$ cat src/rtl/scan_seq_pkg.sv
package scan_seq_pkg;
  typedef enum logic [1:0] {COL_R = 2'd0, COL_G = 2'd1, COL_B = 2'd2} color_e;

  localparam logic [2:0] MODE_LINE   = 3'b000;
  localparam logic [2:0] MODE_PIX3   = 3'b001;
  localparam logic [2:0] MODE_BAYER  = 3'b010;
  localparam logic [2:0] MODE_STRIPE = 3'b011;

  function automatic logic is_line_mode(input logic [2:0] mode);
    return mode[2] | (mode == MODE_LINE);
  endfunction

  function automatic color_e next_color(input color_e c);
    case (c)
      COL_R:   return COL_G;
      COL_G:   return COL_B;
      default: return COL_R;
    endcase
  endfunction

  function automatic color_e pix_color(input logic [2:0] mode, input logic odd,
                                       input logic [1:0] pix, input color_e lcol);
    case (mode)
      MODE_PIX3:   return (pix == 2'd0) ? COL_R : (pix == 2'd1) ? COL_G : COL_B;
      MODE_BAYER:  return odd ? (pix[0] ? COL_B : COL_G) : (pix[0] ? COL_G : COL_R);
      MODE_STRIPE: return odd ? (pix[0] ? COL_B : COL_G) : (pix[0] ? COL_R : COL_G);
      default:     return lcol;
    endcase
  endfunction
endpackage

$ cat src/rtl/scan_regs.sv
module scan_regs #(
  parameter int AW   = 3,
  parameter int RW   = 6,
  localparam int NREG = 1 << AW
) (
  input  logic                     clk_i,
  input  logic                     rst_ni,
  input  logic                     we_i,
  input  logic [AW-1:0]            addr_i,
  input  logic [RW-1:0]            wdata_i,
  output logic [NREG-1:0][RW-1:0]  regs_o
);
  for (genvar i = 0; i < NREG; i++) begin : g_reg
    always_ff @(posedge clk_i or negedge rst_ni) begin
      if (!rst_ni)                                 regs_o[i] <= '0;
      else if (we_i && addr_i == AW'(i))           regs_o[i] <= wdata_i;
    end
  end
endmodule

$ cat src/rtl/scan_color_seq.sv
module scan_color_seq
  import scan_seq_pkg::*;
(
  input  logic       clk_i,
  input  logic       rst_ni,
  input  logic [2:0] mode_i,
  input  logic       mode_wr_i,
  input  logic       fall_i,
  input  logic       samp_i,
  output color_e     color_o,
  output color_e     sel_o,
  output logic       lr_o,
  output logic       fresh_o
);
  color_e     lcol_q;
  logic       odd_q;
  logic [1:0] pix_q;

  always_ff @(posedge clk_i or negedge rst_ni) begin
    if (!rst_ni) begin
      fresh_o <= 1'b1;
      lcol_q  <= COL_R;
      odd_q   <= 1'b0;
      pix_q   <= '0;
    end else if (mode_wr_i) begin
      fresh_o <= 1'b1;
      lcol_q  <= COL_R;
      odd_q   <= 1'b0;
      pix_q   <= '0;
    end else if (fall_i) begin
      pix_q <= '0;
      if (fresh_o) begin
        fresh_o <= 1'b0;  // first line after a mode write keeps R / even
      end else begin
        lcol_q <= next_color(lcol_q);
        odd_q  <= ~odd_q;
      end
    end else if (samp_i) begin
      case (mode_i)
        MODE_PIX3:               pix_q <= (pix_q == 2'd2) ? 2'd0 : pix_q + 2'd1;
        MODE_BAYER, MODE_STRIPE: pix_q <= {1'b0, ~pix_q[0]};
        default:                 pix_q <= pix_q;
      endcase
    end
  end

  assign lr_o    = is_line_mode(mode_i);
  assign color_o = lr_o ? lcol_q : pix_color(mode_i, odd_q, pix_q, lcol_q);
  assign sel_o   = lr_o ? lcol_q : COL_R;
endmodule

$ cat src/rtl/scan_data_delay.sv
module scan_data_delay #(
  parameter int DW  = 12,
  parameter int LAT = 8
) (
  input  logic          clk_i,
  input  logic          rst_ni,
  input  logic          samp_i,
  input  logic [DW-1:0] data_i,
  output logic [DW-1:0] data_o
);
  logic [LAT:0][DW-1:0] pipe_q;

  always_ff @(posedge clk_i or negedge rst_ni) begin
    if (!rst_ni) begin
      pipe_q <= '0;
    end else if (samp_i) begin
      pipe_q[0] <= data_i;
      for (int i = 1; i <= LAT; i++) pipe_q[i] <= pipe_q[i-1];
    end
  end

  // extra master-clock stage
  always_ff @(posedge clk_i or negedge rst_ni) begin
    if (!rst_ni) data_o <= '0;
    else         data_o <= pipe_q[LAT];
  end
endmodule

$ cat src/rtl/scan_color_front.sv
module scan_color_front
  import scan_seq_pkg::*;
#(
  parameter int DW  = 12,
  parameter int LAT = 8
) (
  input  logic          clk_i,
  input  logic          rst_ni,
  input  logic          we_i,
  input  logic [2:0]    addr_i,
  input  logic [5:0]    wdata_i,
  input  logic          samp_i,
  input  logic          line_i,
  input  logic [DW-1:0] data_i,
  output logic [1:0]    sel_o,
  output logic [4:0]    off_mag_o,
  output logic          off_neg_o,
  output logic [4:0]    pga_o,
  output logic          boost_o,
  output logic          pwrdn_o,
  output logic [DW-1:0] data_o
);
  localparam int AW    = 3;
  localparam int RW    = 6;
  localparam int NREG  = 1 << AW;
  localparam int A_OFF = 1;
  localparam int A_GN  = 4;
  localparam int A_PWR = 7;

  logic [NREG-1:0][RW-1:0] regs;
  logic   line_q, line_fall, mode_wr, lr_mode, seq_fresh;
  color_e color, sel;
  logic [RW-1:0] off_cur, gain_cur;
  logic   unused_bits;

  scan_regs #(.AW(AW), .RW(RW)) u_regs (
    .clk_i, .rst_ni, .we_i, .addr_i, .wdata_i, .regs_o(regs)
  );

  always_ff @(posedge clk_i or negedge rst_ni) begin
    if (!rst_ni) line_q <= 1'b0;
    else         line_q <= line_i;
  end

  assign line_fall = line_q & ~line_i;
  assign mode_wr   = we_i && (addr_i == '0);

  scan_color_seq u_seq (
    .clk_i, .rst_ni,
    .mode_i   (regs[0][2:0]),
    .mode_wr_i(mode_wr),
    .fall_i   (line_fall),
    .samp_i,
    .color_o  (color),
    .sel_o    (sel),
    .lr_o     (lr_mode),
    .fresh_o  (seq_fresh)
  );

  assign off_cur   = regs[A_OFF + int'(color)];
  assign gain_cur  = regs[A_GN  + int'(color)];
  assign sel_o     = sel;
  assign off_neg_o = off_cur[5];
  assign off_mag_o = off_cur[4:0];
  assign boost_o   = gain_cur[5];
  assign pga_o     = gain_cur[4:0];
  assign pwrdn_o   = regs[A_PWR][0];
  assign unused_bits = ^{regs[0][5:3], regs[A_PWR][5:1], lr_mode, seq_fresh};

  scan_data_delay #(.DW(DW), .LAT(LAT)) u_dly (
    .clk_i, .rst_ni, .samp_i, .data_i, .data_o
  );
endmodule

$ cat config.mk
export PLATFORM = sky130hd
export DESIGN_NAME = scan_color_front
export DESIGN_NICKNAME = d
export VERILOG_FILES = /design/src/rtl/scan_seq_pkg.sv /design/src/rtl/scan_regs.sv /design/src/rtl/scan_color_seq.sv /design/src/rtl/scan_data_delay.sv /design/src/rtl/scan_color_front.sv
export SDC_FILE = /design/constraint.sdc
export NUM_CORES = 1
export LEC_CHECK = 0
export BUFFER_PORTS_ARGS = -buffer_cell sky130_fd_sc_hd__buf_2
export CAP_MARGIN = 20
export CORE_AREA = 2 2 119 121
export CTS_CLUSTER_SIZE = 16
export DETAILED_ROUTE_END_ITERATION = 10
export DIE_AREA = 0 0 121 123
export PLACE_DENSITY = 0.77
export SYNTH_ARGS = -nofsm -noshare
export SYNTH_HDL_FRONTEND = slang
export SYNTH_HIERARCHICAL = 1
export SYNTH_SLANG_ARGS = --single-unit
$ cat constraint.sdc
create_clock -name clk_i -period 4.1 [get_ports clk_i]
set_input_delay 0.41 -clock clk_i [delete_from_list [all_inputs] [get_ports clk_i]]
set_output_delay 0.41 -clock clk_i [all_outputs]
set_load 0.03 [all_outputs]
==> metrics.yaml <==
floorplan:
  fp.dieW_um: 121
  initial_core_util: 0.536
  die_y_um: 123
  ioPinCount: 53
  design.core.area_um2: 13600
  num_rows: 43
  fp.dieArea_um2: 14900
timing:
  finalCritPeriodShare: 0.906
  setup_viol: 0
  max_freq_mhz: 269
  worst_hold_slack_ps: 129
  fin_crit_ps: 3710
  grt_setup_unrepaired: "false"
  hold_viol: 0
  tns_ps: 0
  setup_slack_ps: 386
  slew_viol_final: 0
  worstMarginPinSlew_ps: 1140
  fin_skew_ps: 8.94
  slew-limit-headroom: 0.228
layout:
  final_cell_mix: "dfrtp_1, mux2_2, buf_2"
  final-instance-count-excl-fill: 677
  finalInstanceArea_um2: 8280
  multiInputGateArea_um2: 2750
  n_fill_cell: 982
  seq_area_um2: 4380
  drive_gt1_frac: 0.536
  fin_nets: 513
  final_common_cell: "dfrtp_1"
  area_growth_syn_to_layout_pct: 13.5
clock_network:
  cts_made_buffers: 17
  cts_tree: "done"
  cts-resized-gates: 0
  clkTransAtPathRegs_ps: 60
  numClockSinks: 175
  cts-root-buf: "clkbuf_16"
  clk_latency_ps: 420
  cts_max_path_buffers: 2
  htree_levels: 4
  post_cts_buffers: 0
  ctsHoldBuffers: 0
grt:
  grt_pass1_vias: 3817
  grt_max_degree: 115
  grt-ovfl-total: 0
  track_usage: 0.175
  grt_pass1_wl_mm: 19.7
  antenna_found_initial: 1
logic_synthesis:
  synthAdderAreaFrac: 0.00686
  ys_seq_area_frac: 0.600
  yosys.area_share.simple: 0.0302
  synthesis.area_um2: 7300
  synth_compound_area_frac: 0.0111
  syn_area_per_cell_um2: 17.1
  synth_area_leaders: "dfrtp_1, mux2_2, mux4_1"
  yosys.area.top_type: "dfrtp_1"
  yosys_warnings: 6
  synth_nets: 458
  yosysTopAreaCellShare: 0.597
  synth_cells: 428
  synth_top_family_by_area: "multiplexers"
  synth-seq-cells: 175
  synth_mux_area_frac: 0.325
  synth_xor_area_frac: 0.00120
  synthDistinctLibCells: 40
critical_path:
  critical_path_buf_inv_count: 3
  crit_slowest_cell: "mux4_1"
  path_max_fanout: 18
  crit_arrival_ps: 3300
  start_kind: "flip-flop"
  worstPathCellList: "inv_1 -> ha_1 -> nor2_1 -> a2111oi_0 -> or3_1 -> buf_4 -> mux4_1 -> mux2_4 -> buf_2"
  endpoint_kind: "output port"
  worstSetupPathType: "reg -> out"
  slowest_delay_ps: 590
  worst_ep_required_time_ps: 3690
  crit_family: "multiplexers"
routing:
  postRouteAntennaNets: 0
  avgRoutedWirePerCell_um: 17.6
  highest_layer: "met4"
  first_pass_iters: 4
  dr_wl_met2_mm: 5.67
  via_per_inst: 5.42
  met1_length_mm: 5.53
  dr_wl_met3_um: 412
  drt-initial-drc-count: 241
  routed_wl_mm: 11.9
  vias: 3666
  drc: 0
power_and_ir_drop:
  p_per_area_nw_per_um2: 660
  leakagePower_uw: 0.00368
  ir_drop_mv: 0.341
outcome:
  status: "completed"
place:
  pre_cts_ws_ps: 956
  dp.cells: 642
  port_buffers: 52
  place_area_um2: 7690
  routabilityCongestion: 0.770
  dp_hpwl_mm: 7.64
job:
  max_cap_viol_count: 0
min_path:
  hold_path.class: "in -> reg"
cell usage after synthesis, drive strengths merged:
cell type,count
dfrtp,174
mux2,162
buf,22
mux4,18
ha,4
inv,4
nor2,4
a21oi,3
nand4b,3
nor4bb,3
o21bai,3
or3,3
a2111oi,2
and2,2
clkbuf,2
nand2,2
nand2b,2
nor2b,2
nor3,2
nor4b,2
a211oi,1
a21o,1
and3b,1
dfstp,1
nand3b,1
nand4,1
o21ai,1
or3b,1
xnor2,1
flip-flops by register name, summed over array words and instances, names as in the netlist:
| register | flops |
|---|---|
| u_seq/fresh_o | 1 |
| u_seq/lcol_q | 2 |
| u_seq/pix_q | 2 |
| line_q | 1 |
| u_regs/regs_o | 48 |
| u_seq/odd_q | 1 |
| u_dly/data_o | 12 |
| u_dly/pipe_q | 108 |
logic make-up after synthesis:
kind of cell             after synthesis
multiplexers                         180
flip-flops                           175
AND/OR/NAND/NOR                       29
buffers and inverters                 28
AO/OA/AOI/OAI                         11
adder cells (fa/ha/maj)                4
XOR/XNOR                               1
worst reg2reg max path, stage by stage (launching register included):
cell and delay [ps]:
dfrtp_1 310, nor2b_1 280, nand2b_1 180, or3b_1 380
a21oi_1 130
per-stage QoR:
stage	util	total power, uW
after global routing	0.609	5750
final	0.609	5460
after global placement	0.565	3930
after detailed placement	0.565	4020
after CTS	0.606	5520
after floorplan	-	3630
layer usage:
metal / vias up / global-route usage
li1: 1689 / -
met1: 1878 / 0.234
met2: 74 / 0.274
met3: 25 / 0.0383
met4: 0 / 0.0858
met5: - / 0
path summary, 6_finish.rpt:
kind,startpoint,end,slack (ps),cells after the start
hold / removal,line_i,line_q,130,1
max in group asynchronous,rst_ni,u_seq/fresh_o,2490,4
setup / recovery,u_seq/pix_q[0],off_mag_o[1],390,9
setup reg to reg,line_q,u_seq/lcol_q[1],2730,4
hold reg to reg,u_dly/pipe_q[107],u_dly/data_o[11],370,0
min in group asynchronous,rst_ni,u_regs/regs_o[14],370,2
layout make-up:
type	count	share of cell area
Clock buffer	23	0.0601
Tap cell	180	0.0272
Timing Repair Buffer	60	0.0424
Multi-Input combinational cell	225	0.332
Clock inverter	9	0.00710
Inverter	4	0.00181
Antenna cell	1	0.000302
Sequential cell	175	0.529
power by group:
part	internal, uW	switching, uW	leakage [uW]
sequential	2210	267	0.00208
clock	851	626	0.000267
combinational	765	740	0.00133
Power figures use the tool's default switching activity.
